File: config.mk
export PLATFORM = sky130hd
export DESIGN_NAME = seqmul
export DESIGN_NICKNAME = d
export VERILOG_FILES = /design/src/rtl/seqmul_pkg.sv /design/src/rtl/seqmul_ctrl.sv /design/src/rtl/seqmul_adder.sv /design/src/rtl/seqmul_preg.sv /design/src/rtl/seqmul.sv
export SDC_FILE = /design/constraint.sdc
export NUM_CORES = 1
export LEC_CHECK = 0
export BUFFER_PORTS_ARGS = -buffer_cell sky130_fd_sc_hd__buf_4
export CAP_MARGIN = 20
export CELL_PAD_IN_SITES_DETAIL_PLACEMENT = 0
export CELL_PAD_IN_SITES_GLOBAL_PLACEMENT = 1
export CORE_MARGIN = 5
export CORE_UTILIZATION = 42
export DETAILED_ROUTE_END_ITERATION = 12
export PLACE_DENSITY_LB_ADDON = 0.08
export RECOVER_POWER = 25
export SLEW_MARGIN = 5
export SYNTH_ARGS = -nofsm -noshare
export SYNTH_HDL_FRONTEND = slang
export SYNTH_SLANG_ARGS = --single-unit
File: constraint.sdc
create_clock -name clk -period 3.9 [get_ports clk]
set_clock_uncertainty 0.05 [all_clocks]
set_input_delay 0.585 -clock clk [delete_from_list [all_inputs] [get_ports clk]]
set_output_delay 0.585 -clock clk [all_outputs]
set_load 0.01 [all_outputs]
File: src/rtl/seqmul_pkg.sv
package seqmul_pkg;

  // Control state of the iteration sequencer
  typedef enum logic [0:0] {
    CTL_IDLE = 1'b0,
    CTL_RUN  = 1'b1
  } ctl_state_e;

  // Adder implementation choice
  typedef enum logic [0:0] {
    ADD_BEHAV  = 1'b0,
    ADD_RIPPLE = 1'b1
  } add_style_e;

endpackage

File: src/rtl/seqmul_ctrl.sv
module seqmul_ctrl
  import seqmul_pkg::*;
#(
  parameter int unsigned WIDTH = 32
) (
  input  logic clk,
  input  logic rst_n,
  input  logic start_i,
  output logic busy_o,
  output logic done_o,
  output logic load_en_o,
  output logic step_en_o
);

  localparam int unsigned CW = $clog2(WIDTH + 1);
  localparam logic [CW-1:0] LAST_ITER = CW'(WIDTH - 1);

  ctl_state_e      state_q;
  logic [CW-1:0]   iter_q;
  logic            last_step;

  assign busy_o    = (state_q == CTL_RUN);
  assign load_en_o = start_i && (state_q == CTL_IDLE);
  assign step_en_o = (state_q == CTL_RUN);
  assign last_step = step_en_o && (iter_q == LAST_ITER);

  always_ff @(posedge clk or negedge rst_n) begin
    if (!rst_n) begin
      state_q <= CTL_IDLE;
      iter_q  <= '0;
      done_o  <= 1'b0;
    end else begin
      done_o <= last_step;
      if (load_en_o) begin
        state_q <= CTL_RUN;
        iter_q  <= '0;
      end else if (last_step) begin
        state_q <= CTL_IDLE;
        iter_q  <= '0;
      end else if (step_en_o) begin
        iter_q  <= iter_q + 1'b1;
      end
    end
  end

endmodule

File: src/rtl/seqmul_adder.sv
module seqmul_adder
  import seqmul_pkg::*;
#(
  parameter int unsigned WIDTH = 32,
  parameter add_style_e  STYLE = ADD_BEHAV
) (
  input  logic [WIDTH-1:0] a_i,
  input  logic [WIDTH-1:0] b_i,
  output logic [WIDTH-1:0] sum_o,
  output logic             carry_o
);

  generate
    if (STYLE == ADD_RIPPLE) begin : g_ripple
      logic [WIDTH:0] chain;
      assign chain[0] = 1'b0;
      for (genvar gi = 0; gi < WIDTH; gi++) begin : g_bit
        assign sum_o[gi]     = a_i[gi] ^ b_i[gi] ^ chain[gi];
        assign chain[gi + 1] = (a_i[gi] & b_i[gi]) | (chain[gi] & (a_i[gi] ^ b_i[gi]));
      end
      assign carry_o = chain[WIDTH];
    end else begin : g_behav
      logic [WIDTH:0] wide_sum;
      assign wide_sum = {1'b0, a_i} + {1'b0, b_i};
      assign sum_o    = wide_sum[WIDTH-1:0];
      assign carry_o  = wide_sum[WIDTH];
    end
  endgenerate

endmodule

File: src/rtl/seqmul_preg.sv
module seqmul_preg #(
  parameter int unsigned WIDTH = 32,
  localparam int unsigned PW = 2 * WIDTH
) (
  input  logic             clk,
  input  logic             rst_n,
  input  logic             load_en_i,
  input  logic             step_en_i,
  input  logic [WIDTH-1:0] mplier_i,
  input  logic [WIDTH-1:0] sum_i,
  input  logic             carry_i,
  output logic [PW-1:0]    prod_o
);

  // Shift {carry, sum, low half} right by one: carry lands in the top bit
  function automatic logic [PW-1:0] shift_in(input logic c,
                                             input logic [WIDTH-1:0] hi,
                                             input logic [WIDTH-1:0] lo);
    logic [PW:0] joined;
    joined   = {c, hi, lo};
    shift_in = joined[PW:1];
  endfunction

  always_ff @(posedge clk or negedge rst_n) begin
    if (!rst_n) begin
      prod_o <= '0;
    end else if (load_en_i) begin
      prod_o <= {{WIDTH{1'b0}}, mplier_i};
    end else if (step_en_i) begin
      prod_o <= shift_in(carry_i, sum_i, prod_o[WIDTH-1:0]);
    end
  end

endmodule

File: src/rtl/seqmul.sv
module seqmul
  import seqmul_pkg::*;
#(
  parameter int unsigned WIDTH = 32,
  parameter add_style_e  ADD_STYLE = ADD_BEHAV,
  localparam int unsigned PW = 2 * WIDTH
) (
  input  logic             clk,
  input  logic             rst_n,
  input  logic             start_i,
  input  logic [WIDTH-1:0] mcand_i,
  input  logic [WIDTH-1:0] mplier_i,
  output logic             busy_o,
  output logic             done_o,
  output logic [PW-1:0]    product_o
);

  logic             load_en;
  logic             step_en;
  logic             add_en;
  logic [WIDTH-1:0] mcand_q;
  logic [WIDTH-1:0] addend;
  logic [WIDTH-1:0] sum;
  logic             carry;

  seqmul_ctrl #(.WIDTH(WIDTH)) u_ctrl (
    .clk       (clk),
    .rst_n     (rst_n),
    .start_i   (start_i),
    .busy_o    (busy_o),
    .done_o    (done_o),
    .load_en_o (load_en),
    .step_en_o (step_en)
  );

  always_ff @(posedge clk or negedge rst_n) begin
    if (!rst_n) begin
      mcand_q <= '0;
    end else if (load_en) begin
      mcand_q <= mcand_i;
    end
  end

  assign add_en = step_en && product_o[0];
  assign addend = add_en ? mcand_q : '0;

  seqmul_adder #(.WIDTH(WIDTH), .STYLE(ADD_STYLE)) u_add (
    .a_i     (product_o[PW-1:WIDTH]),
    .b_i     (addend),
    .sum_o   (sum),
    .carry_o (carry)
  );

  seqmul_preg #(.WIDTH(WIDTH)) u_preg (
    .clk       (clk),
    .rst_n     (rst_n),
    .load_en_i (load_en),
    .step_en_i (step_en),
    .mplier_i  (mplier_i),
    .sum_i     (sum),
    .carry_i   (carry),
    .prod_o    (product_o)
  );

endmodule

Word level (Yosys, flattened, before mapping):

Index checks and enable logic that the tools add are counted.

* register bits: 104
* latch bits: 0
* RAM bits: 0
* memory bits (read-only): 0
* input port bits: 67
* output and inout port bits: 66
* word-level logic and storage cells: 23
* memories: 0

* add/subtract/negate cells: 2
* multiply operators: 0
* div/mod/pow operators: 0
* order comparisons: 0
* equality and inequality tests: 1
* shift-type cells: 0
* multiplexer cells: 8
* bitwise operators: 1
* reductions and logical operators: 6

Operators with widths (number)
* $mux 64: 2
* $add 32x32->33: 1
* $mux 32: 1
* $mux 6: 3
* $add 6x1->6 const B: 1
* $eq 6x5->1 const B: 1
* $reduce_bool 2->1: 2
* $logic_and 1x1->1: 3
* $reduce_bool 3->1: 1
* $mux 1: 2
* $not 1->1: 1

Longest topological paths before layout:

Gate-level depths: netlist of run 1.

* depth in word-level cells: 5
* depth in mapped cells: 14
* mapped depth without buffers: 11

By module:

Synthesis of run 1 repeated with hierarchy kept, for this count alone.

* cell total of the unflattened synthesis: 656
* area total of the unflattened synthesis: 6675.2 µm²

By module, submodules not included
* seqmul_preg: instances 1, cells each 242, area each 2819.0 µm², sequential area each 1601.5 µm²
* seqmul_adder: instances 1, cells each 274, area each 1901.8 µm², sequential area each 0.0 µm²
* seqmul: instances 1, cells each 106, area each 1567.8 µm², sequential area each 800.8 µm²
* seqmul_ctrl: instances 1, cells each 34, area each 386.6 µm², sequential area each 200.2 µm²

Worst setup path before layout of run 1:

OpenSTA, ideal clock, no wires.

* kind: register to register
* start: register u_ctrl.state_q, in the netlist u_ctrl.busy_o
* end: register u_preg.prod_o[57]
* library setup time: 0.124 ns
* arrival time: 3.148 ns
* required time: 3.726 ns
* slack: 0.578 ns
* cell stages (with the launch flop): 15
* buffers on the path: 3
* period minus slack after synthesis: 3.322 ns
* cell sequence: dfrtp_1 > clkbuf_1 > clkbuf_1 > clkbuf_1 > and3_1 > ha_1 > inv_1 > fa_1 > nor2b_1 > o2111ai_1 > a21oi_1 > o21ai_1 > o22ai_2 > nor3_1 > a211o_1

* longest elaborated chain between the ends: 5
* elaborated cells between the ends (all ways): 8
* classes of those cells: add/sub (1); mux (3); bitwise (1); reduce/logical (3)

RTL lines
* start: declaration: line seqmul_ctrl.sv:18 `ctl_state_e state_q;`
* start signal: assignment: line seqmul_ctrl.sv:29 `state_q <= CTL_IDLE;`
* start signal: assignment: line seqmul_ctrl.sv:35 `state_q <= CTL_RUN;`
* start signal: assignment: line seqmul_ctrl.sv:38 `state_q <= CTL_IDLE;`
* $logic_and 1x1->1: line seqmul.sv:44 `assign add_en = step_en && product_o[0];`
* $mux 32: line seqmul.sv:45 `assign addend = add_en ? mcand_q : '0;`
* $add 32x32->33: line seqmul_adder.sv:24 `assign wide_sum = {1'b0, a_i} + {1'b0, b_i};`
* $mux 64: line seqmul_preg.sv:29 `end else if (step_en_i) begin`
* $mux 64: line seqmul_preg.sv:27 `end else if (load_en_i) begin`
* end signal: assignment: line seqmul_preg.sv:28 `prod_o <= {{WIDTH{1'b0}}, mplier_i};`
* end signal: assignment: line seqmul_preg.sv:30 `prod_o <= shift_in(carry_i, sum_i, prod_o[WIDTH-1:0]);`
* end: declaration: line seqmul_preg.sv:12 `output logic [PW-1:0] prod_o`

Several ways; a longest one is shown, not always the timed one. The select of a mux whose other input is x is not followed.
A chain may end at the register's enable or synchronous reset.

Worst setup path in the final report of run 1:

* start: register u_ctrl.state_q, in the netlist u_ctrl.busy_o
* end: register u_preg.prod_o[59]

The elaborated chain is that of the path after synthesis.

==> results of run 1 <==
## state kept, by name, summed over array words and instances, names as in the netlist
| signal | count |
|---|---|
| mcand_q | 32 |
| u_ctrl.busy_o | 1 |
| u_ctrl.done_o | 1 |
| u_ctrl.iter_q | 6 |
| u_preg.prod_o | 64 |
## layout by cell type (no fill, tap or decap), types with 3 or more instances in the layout
| master | count |
|---|---|
| a31oi_1 | 6 |
| o21a_1 | 6 |
| nor3_1 | 7 |
| o21ai_0 | 69 |
| and3_1 | 33 |
| o21ai_1 | 4 |
| buf_4 | 139 |
| mux2i_1 | 35 |
| a21oi_1 | 31 |
| clkinv_4 | 3 |
| o21bai_1 | 3 |
| nand4_1 | 11 |
| mux2_2 | 32 |
| or3_1 | 5 |
| a211oi_1 | 4 |
| nand2b_1 | 5 |
| dfrtp_1 | 103 |
| nor2_1 | 23 |
| ha_1 | 33 |
| xnor2_1 | 10 |
| a211o_1 | 4 |
| nand2_1 | 88 |
| clkbuf_16 | 9 |
| nand3_1 | 14 |
| inv_1 | 6 |
| o31ai_1 | 4 |
| o211ai_1 | 4 |
| a21oi_2 | 4 |
| xor2_1 | 13 |
| a21o_1 | 12 |
## critical path, delay by kind of cell (launching register included)
kind	cells	cell delay [ns]
adder cells (fa/ha/maj)	1	0.45
buffers and inverters	1	0.27
AO/OA/AOI/OAI	3	0.69
XOR/XNOR	1	0.15
AND/OR/NAND/NOR	4	0.97
flip-flops	1	0.55
## per-stage QoR
stage / setup slack (ns) / util [%] / hold slack (ns) / instances
after floorplan: 0.578 / - / 0.239 / 646
after global placement: 0.760 / 50.3 / 0.435 / 926
after detailed placement: 0.638 / 50.3 / 0.439 / 926
after CTS: 0.623 / 52.4 / 0.329 / 942
after global routing: 0.362 / 52.4 / 0.386 / 942
final: 0.584 / 52.4 / 0.404 / 942
## area by class of cell
cell class | count | area (sq um) | share of cell area [%]
clock buffers | 11 | 253 | 3.33
clock inverters | 5 | 48.8 | 0.643
inverters | 6 | 22.5 | 0.297
multi-input cells | 492 | 3380 | 44.5
flip-flops and latches | 104 | 2600 | 34.3
well taps | 184 | 230 | 3.04
repair buffers | 140 | 1050 | 13.8
## cell families (layout without fill, tap and decap cells)
family | after synthesis | after routing | share of synthesized area (%)
AND/OR/NAND/NOR | 194 | 194 | 14.8
AO/OA/AOI/OAI | 174 | 174 | 18.0
flip-flops | 104 | 104 | 42.2
multiplexers | 67 | 67 | 11.5
buffers and inverters | 50 | 162 | 3.23
adder cells (fa/ha/maj) | 34 | 34 | 7.02
XOR/XNOR | 23 | 23 | 3.27
## metal layers
metal | share of wire, % | track usage, % | wire length (um)
met5 | 0 | 0 | 0
met4 | 2.1 | 7.39 | 339
met3 | 5.9 | 5.58 | 953
met2 | 46 | 29.5 | 7420
met1 | 46 | 25.3 | 7570
## worst paths after layout
path                                     from                end  slack (ns)  cells after the start
worst min register to register    mcand_q[25]        mcand_q[25]        0.45                      1
worst min-delay path               mcand_i[7]         mcand_q[7]        0.40                      2
worst max-delay path            u_ctrl.busy_o  u_preg.prod_o[59]        0.58                     10
max in group asynchronous               rst_n      u_ctrl.busy_o        2.04                      1
worst max register to register  u_ctrl.busy_o  u_preg.prod_o[59]        0.58                     10
min in group asynchronous               rst_n         mcand_q[7]        0.64                      1
## power breakdown
part           internal [mW]  switching (mW)
registers               1.65           0.439
clock network          0.481           0.447
logic                   1.78            2.06
==> summary.md, run 1 <==
| Metric | Value |
|---|---|
| CP max-delay cell | dfrtp_2 |
| Startpoint Class | register |
| Fmax | slightly above 0.3 GHz |
| Yosys cell types | between 50 and 60 |
| Die width | ~130 um |
| Wire length per cell | between 15 and 20 um |
| Crit share post-route | approximately 85% |
| CTS resizes | 0 |
| Clock sinks | between 100 and 150 |
| Placed Area | about 7300 sq um |
| RSZ-0062 raised after global routing | false |
| Hold Path Class | in -> reg |
| Max Transition Viols Final | 71 |
| PwrDens | between 900 and 1000 nW/um^2 |
| Post-Synthesis Cell Area | between 6000 and 7000 sq um |
| ANT cells | 0 |
| Overall power | 6.84 mW |
| Top cell type's share of synthesized area | between 40% and 50% |
| Min Tclk post-route | about 3.3 ns |
| Initial Utilization | 42.6% |
| Area delta synth->final | 22.9% |
| Most common cell in the synthesized netlist | dfrtp_1 |
| Cells after Synth | between 600 and 700 |
| Final Routed Wirelength | approximately 16000 um |
| Req. time, crit path | ~4.0 ns |
| Synth area leader | dfrtp_1 |
| First-pass DRT Iterations | 4 |
| Seq cells post-synth | 104 |
| Vias per cell | between 5 and 6 |
| CP Capture Type | register |
| Design Area, Final | 7580 sq um |
| Largest net degree at the start of global routing | 71 |
| P_leak | between 3 and 4 nW |
| Top post-synthesis cells by area | dfrtp_1 (42%), ha_1 (6.7%), mux2_2 (5.8%) |
| Final ANT Viol Nets | 0 |
| Share of layout cells above drive strength 1 | 26.9% |
| CP Cell Sequence | buf_4 -> and3_1 -> ha_1 -> nand4_1 -> or3_1 -> a211oi_1 -> nor3_1 -> o21ai_1 -> xnor2_1 -> o21ai_0 |
| Setup violators final | 0 |
| Asr flop ratio synth | 100% |
| Fillers | 1346 |
| # Max-Cap Violations | 1 |
| H-tree levels | 3 |
| CTS Root Cell | clkbuf_16 |
| Prevailing post-synth register cell | dfrtp_1 |
| CTS tree | built |
| Max-slew headroom | -15.5% |
| Nets | 854 |
| Hold Fails Final Rpt | 0 |
| Maximum clock path buffer count | 2 |
| Core Area | about 14000 sq um |
| Worst-Skew Late Latency | between 0.3 and 0.4 ns |
| Synthesis warning total | 0 |
| Global Route Usage Sum | a little under a fifth |
| Initial antenna violation count | 0 |
| Port Buffer Count | approximately 130 |
| Number of global-route vias before repair | around 5400 |
| Post-synth top cells | dfrtp_1 (104), nand2_1 (88), o21ai_0 (69) |
| Slew @ Worst Pin | between 1.5 and 2 ns |
| Initial DRC Count | 365 |
| Kind of critical path | reg -> reg |
| Via count | ~5300 |
| Die height | between 100 and 150 um |
| Global-route wire length before repair | approximately 27000 um |
| Routability cong. | between 0.8 and 0.9 |
| Failing checks | max-capacitance violations, max-slew violations |
| Post-CTS Setup Inserts | 0 |
| Peak VDD IR | approximately 0.30 mV |
| Worst-path clk slew | around 0.080 ns |
| Seq/Total Area, Yosys | 42.2% |
| Total grt overflow | 0 |
| Die area | between 15000 and 20000 sq um |
| EDFF count, synth | 0 |
| Synthesized net count | around 750 |
| Dpl hpwl | about 12000 um |
| Setup TNS | 0 ns |
| Critical Path AT | about 3.5 ns |
| TritonCTS Buffers | 9 |
| Crit path max fanout | 25 |
| FP Rows | between 40 and 50 |
| Syn Area/Cell | between 9 and 10 sq um |
| Outcome | finished with violations |
| CTS Hold Bufs | 0 |
| Number of remaining DRC errors | 0 |
| Boundary Pins | 133 |
| Max incr delay on CP | 0.55 ns |
Note: power is estimated with default switching activity, not from simulation.
==> run 2: changes to the inputs <==
--- a/config.mk
+++ b/config.mk
@@ -11,6 +11,7 @@
 export CELL_PAD_IN_SITES_GLOBAL_PLACEMENT = 1
 export CORE_MARGIN = 5
-export CORE_UTILIZATION = 42
+export CORE_UTILIZATION = 40
 export DETAILED_ROUTE_END_ITERATION = 12
+export MAX_ROUTING_LAYER = met4
 export PLACE_DENSITY_LB_ADDON = 0.08
 export RECOVER_POWER = 25
==> constraint.sdc (replaced) <==
create_clock -name clk -period 3.9 [get_ports clk]
set_clock_uncertainty 0.05 [all_clocks]
set_input_delay 0.39 -clock clk [delete_from_list [all_inputs] [get_ports clk]]
set_output_delay 0.39 -clock clk [all_outputs]
set_load 0.01 [all_outputs]
==> run 2 against run 1 <==
  * The flow still finishes with violations (max-capacitance violations, max-slew violations)
  * Maximum frequency is 0.67% lower
  * Core utilization shrank 3.1 points
  * Count of clock-buffer cells in the layout fell by 1
  * Flip-flop and latch count unchanged
  * Worst setup slack worse by 0.022 ns
  * Die area is 4.6% higher
  * Sequential share of layout area grew 0.58 points
  * Critical path type unchanged
  * Critical endpoint is now u_preg.prod_o[57]
  * Largest cell class unchanged
==> summary.md, run 2 (same netlist as run 1, synthesis figures left out) <==
| Metric | Value |
|---|---|
| Outcome | finished with violations |
| Failing checks | max-capacitance violations, max-slew violations |
| FF-to-FF setup slack | around 0.56 ns |
| Routed wl met2 | 7380 um |
| Worst reg2reg startpoint | u_preg.prod_o[0] |
| Largest net degree at the start of global routing | 66 |
| Top flop regs | u_preg.prod_o (64), mcand_q (32), u_ctrl.iter_q (6) |
| P_leak | ~3.5 nW |
| Overall power | between 6 and 7 mW |
| Final WS setup | 0.562 ns |
| Die width | approximately 130 um |
| Peak VDD IR | ~0.35 mV |
| WHS Endpoint | mcand_q[30] |
| Max Transition Viols Final | 36 |
| Port Buffer Count | between 100 and 150 |
| First-pass DRT Iterations | 4 |
| Crit share post-route | between 80% and 90% |
| CTS tree | built |
| PwrDens | a little under 900 nW/um^2 |
| Hold Path Class | in -> reg |
| Vias per cell | about 5.5 |
| Initial DRC Count | around 280 |
| Hold path startpoint | mcand_i[30] |
| CTS Root Cell | clkbuf_16 |
| Setup TNS | 0 ns |
| Dpl hpwl | between 10000 and 15000 um |
| CP Capture Type | register |
| Final Routed Wirelength | between 15000 and 20000 um |
| Critical Path AT | ~3.5 ns |
| M1 wire length | 7600 um |
| Flip-flop and latch area | about 2600 sq um |
| Fmax | roughly 0.3 GHz |
| Max-slew headroom | -32.3% |
| Min Tclk post-route | around 3.3 ns |
| Most flop-heavy register | u_preg.prod_o |
| Fillers | 1485 |
| Initial antenna violation count | 0 |
| CTS resizes | 0 |
| Worst-path clk slew | approximately 0.08 ns |
| Setup violators final | 0 |
| Hold Fails Final Rpt | 0 |
| R2r endpoint | u_preg.prod_o[57] |
| # Max-Cap Violations | 1 |
| Die height | ~130 um |
| Max reg flops | 64 |
| Req. time, crit path | a little over 4 ns |
| Slew @ Worst Pin | approximately 2.0 ns |
| TritonCTS Buffers | 9 |
| Core Area | 15100 sq um |
| Global Route Usage Sum | roughly a fifth |
| Boundary Pins | about 130 |
| Kind of critical path | reg -> reg |
| Nets | ~860 |
| Area delta synth->final | 20.9% |
| Die area | between 15000 and 20000 sq um |
| Design Area, Final | about 7500 sq um |
| Initial Utilization | between 40% and 50% |
| Startpoint Class | register |
| Max layer used | met4 |
| FP Rows | 45 |
| Share of layout cells above drive strength 1 | around 22% |
| Final Util | about half |
| Pre-CTS setup slack | roughly 0.63 ns |
| Wire length per cell | 17.0 um |
| Global-route wire length before repair | around 27000 um |
| Routability cong. | 0.859 |
| Crit path max fanout | 22 |
| Post-CTS Setup Inserts | 0 |
| R2R cell count | 11 |
| Worst-Skew Late Latency | between 0.3 and 0.4 ns |
| Number of global-route vias before repair | 5378 |
| Number of remaining DRC errors | 0 |
| Via count | around 5200 |
| Multi-input gate area | 3380 sq um |
| Clock sinks | between 100 and 150 |
| Total grt overflow | 0 |
| H-tree levels | 3 |
| Most frequent cells in the layout | buf_4 (103), dfrtp_1 (103), nand2_1 (88) |
| RSZ-0062 raised after global routing | false |
| Cells on Worst Hold Path | 2 |
| Met3 Wirelength | about 840 um |
| ANT cells | 0 |
| Placed Area | 7280 sq um |
| Final ANT Viol Nets | 0 |
| Maximum clock path buffer count | 2 |
run 2: cell types whose count changed in the layout (fill, tap and decap cells not counted), sizes merged:
cell	delta
clkinvlp	+1
dlygate4sd3	+1
inv	+3
buf	-35
clkinv	-3
clkbuf	+34
run 2: cell type report:
class | instances | share of cell area, %
Timing Repair Buffer | 141 | 12.5
Tap cell | 188 | 3.15
Inverter | 6 | 0.302
Clock inverter | 6 | 0.755
Clock buffer | 10 | 3.07
Sequential cell | 104 | 34.9
Multi-Input combinational cell | 492 | 45.3
run 2: critical path, cell delays in order (launching register included):
cell and delay [ns]:
dfrtp_1 0.74, and3_1 0.24, ha_1 0.19, inv_1 0.06, fa_1 0.41, nor2b_1 0.16, o2111ai_1 0.19, a21oi_1 0.28
o21ai_1 0.21, o22ai_2 0.35, nor3_1 0.09, a211o_1 0.27
run 2: repair_timing:
action | 4_1_cts | 5_1_grt
endpoints found under the hold margin | 33 | 0
hold buffers | 1 | 0
setup endpoints to repair | 0 | 0
run 2: worst max-delay path by stage:
stage / start / end / slack, ns / cells past startpoint
final: u_preg.prod_o[0] / u_preg.prod_o[57] / 0.56 / 11
after global routing: u_preg.prod_o[0] / u_preg.prod_o[57] / 0.27 / 11
after CTS: u_preg.prod_o[0] / u_preg.prod_o[57] / 0.55 / 11
after detailed placement: u_preg.prod_o[0] / u_preg.prod_o[57] / 0.63 / 11
after global placement: u_preg.prod_o[0] / u_preg.prod_o[55] / 0.70 / 11
after floorplan: u_ctrl.busy_o / u_preg.prod_o[57] / 0.58 / 14
run 2: stage by stage:
stage          std cells  hold slack (ns)
2_1_floorplan        646           0.0444
3_3_place_gp         929            0.323
3_5_place_dp         929            0.326
4_1_cts              946            0.190
5_1_grt              947            0.195
6_report             947            0.206
run 2: per-layer routing:
| layer | GRT usage [%] | vias up |
|---|---|---|
| li1 | - | 2552 |
| met1 | 24.8 | 2476 |
| met2 | 28.5 | 143 |
| met3 | 4.43 | 20 |
| met4 | 5.94 | 0 |
| met5 | - | - |
run 2: power breakdown:
part	switching (mW)	internal, mW	total, mW
Combinational	2.04	1.64	3.68
Sequential	0.448	1.64	2.09
Clock	0.453	0.450	0.903
Total	2.94	3.74	6.67
==> run 3: changes to the inputs <==
Settings changed: CORE_UTILIZATION 40 to 38, GPL_TIMING_DRIVEN set to 0.
Clock period 3.9 ns to 2.7 ns, I/O delays scaled along.
==> run 3 against run 2 <==
  * The flow finishes with violations (max-slew violations, negative setup slack)
  * Largest cell class unchanged
  * Global-route usage increased by 2.0 points
  * Register-to-register slack got worse by 0.76 ns
  * Via count increased by 6.7%
  * Combinational power increased by 95%
  * Core utilization increased by 5.0 points
==> summary.md, run 3 (same netlist as run 1, synthesis figures left out) <==
| Metric | Value |
|---|---|
| Number of global-route vias before repair | approximately 6000 |
| First-pass DRT Iterations | 4 |
| Die area | 18900 sq um |
| Startpoint Class | register |
| WHS Endpoint | mcand_q[8] |
| H-tree levels | 3 |
| Hold Path Class | in -> reg |
| CP Capture Type | register |
| Setup violators final | 17 |
| Max reg flops | 64 |
| Min Tclk post-route | roughly 2.9 ns |
| FF-to-FF setup slack | -0.20 ns |
| # Max-Cap Violations | 0 |
| Die height | 137 um |
| Die width | between 100 and 150 um |
| Met3 Use GR | 2.99% |
| Area delta synth->final | 39.6% |
| Critical Path AT | a little over 3 ns |
| M2 GR Usage | 33.0% |
| TritonCTS Buffers | 9 |
| Worst-path clk slew | 0.07 ns |
| M1 GR Usage | between 20% and 30% |
| Worst reg2reg startpoint | u_ctrl.busy_o |
| Gr busiest metal | met2 |
| Wire length per cell | between 15 and 20 um |
| Global Route Usage Sum | slightly above 20% |
| Req. time, crit path | around 2.9 ns |
| Largest net degree at the start of global routing | roughly 110 |
| Share of layout cells above drive strength 1 | between 30% and 40% |
| Hold Fails Final Rpt | 0 |
| Crit path max fanout | 7 |
| Max-slew headroom | -0.243% |
| Failing checks | max-slew violations, negative setup slack |
| Number of remaining DRC errors | 0 |
| Slew @ Worst Pin | around 1.5 ns |
| Clock sinks | approximately 100 |
| CTS tree | built |
| Final Util | roughly 54% |
| Crit share post-route | 107% |
| Initial Utilization | between 30 and 40% |
| Commonest non-fill, non-tap cell in the layout | buf_4 |
| Outcome | finished with violations |
| R2r endpoint | u_preg.prod_o[60] |
| Top flop regs | u_preg.prod_o (64), mcand_q (32), u_ctrl.iter_q (6) |
| ANT cells | 0 |
| Worst-Skew Late Latency | between 0.3 and 0.4 ns |
| Core Area | roughly 16000 sq um |
| CTS Root Cell | clkbuf_16 |
| Nets | 920 |
| Pre-CTS setup slack | -0.688 ns |
| Final WS setup | -0.201 ns |
| Initial antenna violation count | 0 |
| Boundary Pins | approximately 130 |
| CP max-delay cell | dfrtp_1 |
| Initial DRC Count | 295 |
| Final ANT Viol Nets | 0 |
| FP Rows | 46 |
| Fmax | 0.345 GHz |
| Most frequent cells in the layout | buf_4 (158), dfrtp_1 (103), nand2_1 (88) |
| Peak VDD IR | about 0.44 mV |
| Maximum clock path buffer count | 2 |
| Port Buffer Count | approximately 130 |
| CP delay by family, top | compound AO/OA/AOI/OAI gates |
| Total grt overflow | 0 |
| Dpl hpwl | between 10000 and 15000 um |
| Most flop-heavy register | u_preg.prod_o |
| Routability cong. | 0.878 |
| Hold path startpoint | mcand_i[8] |
| Final Routed Wirelength | about 19000 um |
| Max Transition Viols Final | 45 |
| PwrDens | around 1300 nW/um^2 |
| Cells on Worst Hold Path | 2 |
| P_leak | around 3.9 nW |
| RSZ-0062 raised after global routing | true |
| Global-route wire length before repair | 30000 um |
| Vias per cell | around 5.3 |
| Kind of critical path | reg -> reg |
| Via count | about 5500 |
| CP Cell Sequence | buf_8 -> clkbuf_8 -> and3_4 -> ha_4 -> buf_6 -> buf_4 -> a21oi_1 -> o21ai_0 -> nand4_1 -> a31oi_1 -> or3_1 -> a32o_1 |
| R2R cell count | 12 |
| Critical path buffers and inverters | 4 |
| Max incr delay on CP | about 0.4 ns |
run 3: cell types whose count changed in the layout (fill, tap and decap cells not counted), moves of 17 or more:
cell / change
clkbuf_1: -26
ha_1: -17
buf_4: +55
ha_4: +17
run 3: power breakdown:
group / internal, mW / switching, mW
Combinational: 3.58 / 3.58
Clock: 0.627 / 0.634
Sequential: 2.38 / 0.677
Total: 6.58 / 4.89
run 3: worst reg2reg max path: stages (launching register included):
cell	delay, ns
dfrtp_1	0.40
buf_8	0.16
clkbuf_8	0.15
and3_4	0.17
ha_4	0.23
buf_6	0.11
buf_4	0.15
a21oi_1	0.20
o21ai_0	0.26
nand4_1	0.17
a31oi_1	0.10
or3_1	0.36
a32o_1	0.26
run 3: cell type report:
| class | instances | area [sq um] |
|---|---|---|
| multi-input combinational | 492 | 3900 |
| clock buffer | 9 | 225 |
| tap | 216 | 270 |
| inverter | 6 | 22.5 |
| timing repair buffer | 165 | 1260 |
| sequential | 104 | 2600 |
| buffer | 41 | 280 |
| fill | 1472 | 7280 |
| clock inverter | 6 | 43.8 |
run 3: worst max path at each step:
| stage | from | to | slack, ns | depth (start not counted) |
|---|---|---|---|---|
| 2_1_floorplan | u_ctrl.busy_o | u_preg.prod_o[55] | -0.12 | 14 |
| 3_3_place_gp | u_ctrl.busy_o | u_preg.prod_o[59] | -0.66 | 13 |
| 3_5_place_dp | u_ctrl.busy_o | u_preg.prod_o[59] | -0.69 | 13 |
| 4_1_cts | u_ctrl.busy_o | u_preg.prod_o[55] | -0.21 | 12 |
| 5_1_grt | u_ctrl.busy_o | u_preg.prod_o[60] | -0.34 | 12 |
| 6_report | u_ctrl.busy_o | u_preg.prod_o[60] | -0.20 | 12 |
run 3: metrics by stage:
step	cell area, sq um	std cells	hold slack (ns)	power [mW]	setup TNS [ns]
floorplan	6390	646	-0.0756	7.02	-0.927
global placement	7640	993	0.434	8.88	-7.72
detailed placement	7650	993	0.433	9.01	-8.10
CTS	8380	1030	0.0481	11.0	-2.07
global route	8610	1039	0.0905	12.4	-4.30
finish	8610	1039	0.0923	11.5	-1.90
run 3: metal layers:
| layer | vias up | part of all wire [%] |
|---|---|---|
| met3 | 22 | 4.1 |
| met4 | 0 | 1.6 |
| met2 | 127 | 49 |
| met5 | - | 0 |
| met1 | 2707 | 46 |
| li1 | 2681 | - |
run 3: repair_timing:
item                       CTS  global route
setup endpoints to repair   25            23
hold buffers                 0             0
cloned                       2             1
buffers inserted            22             9
pin swaps                   35            21
resized for setup           60            36
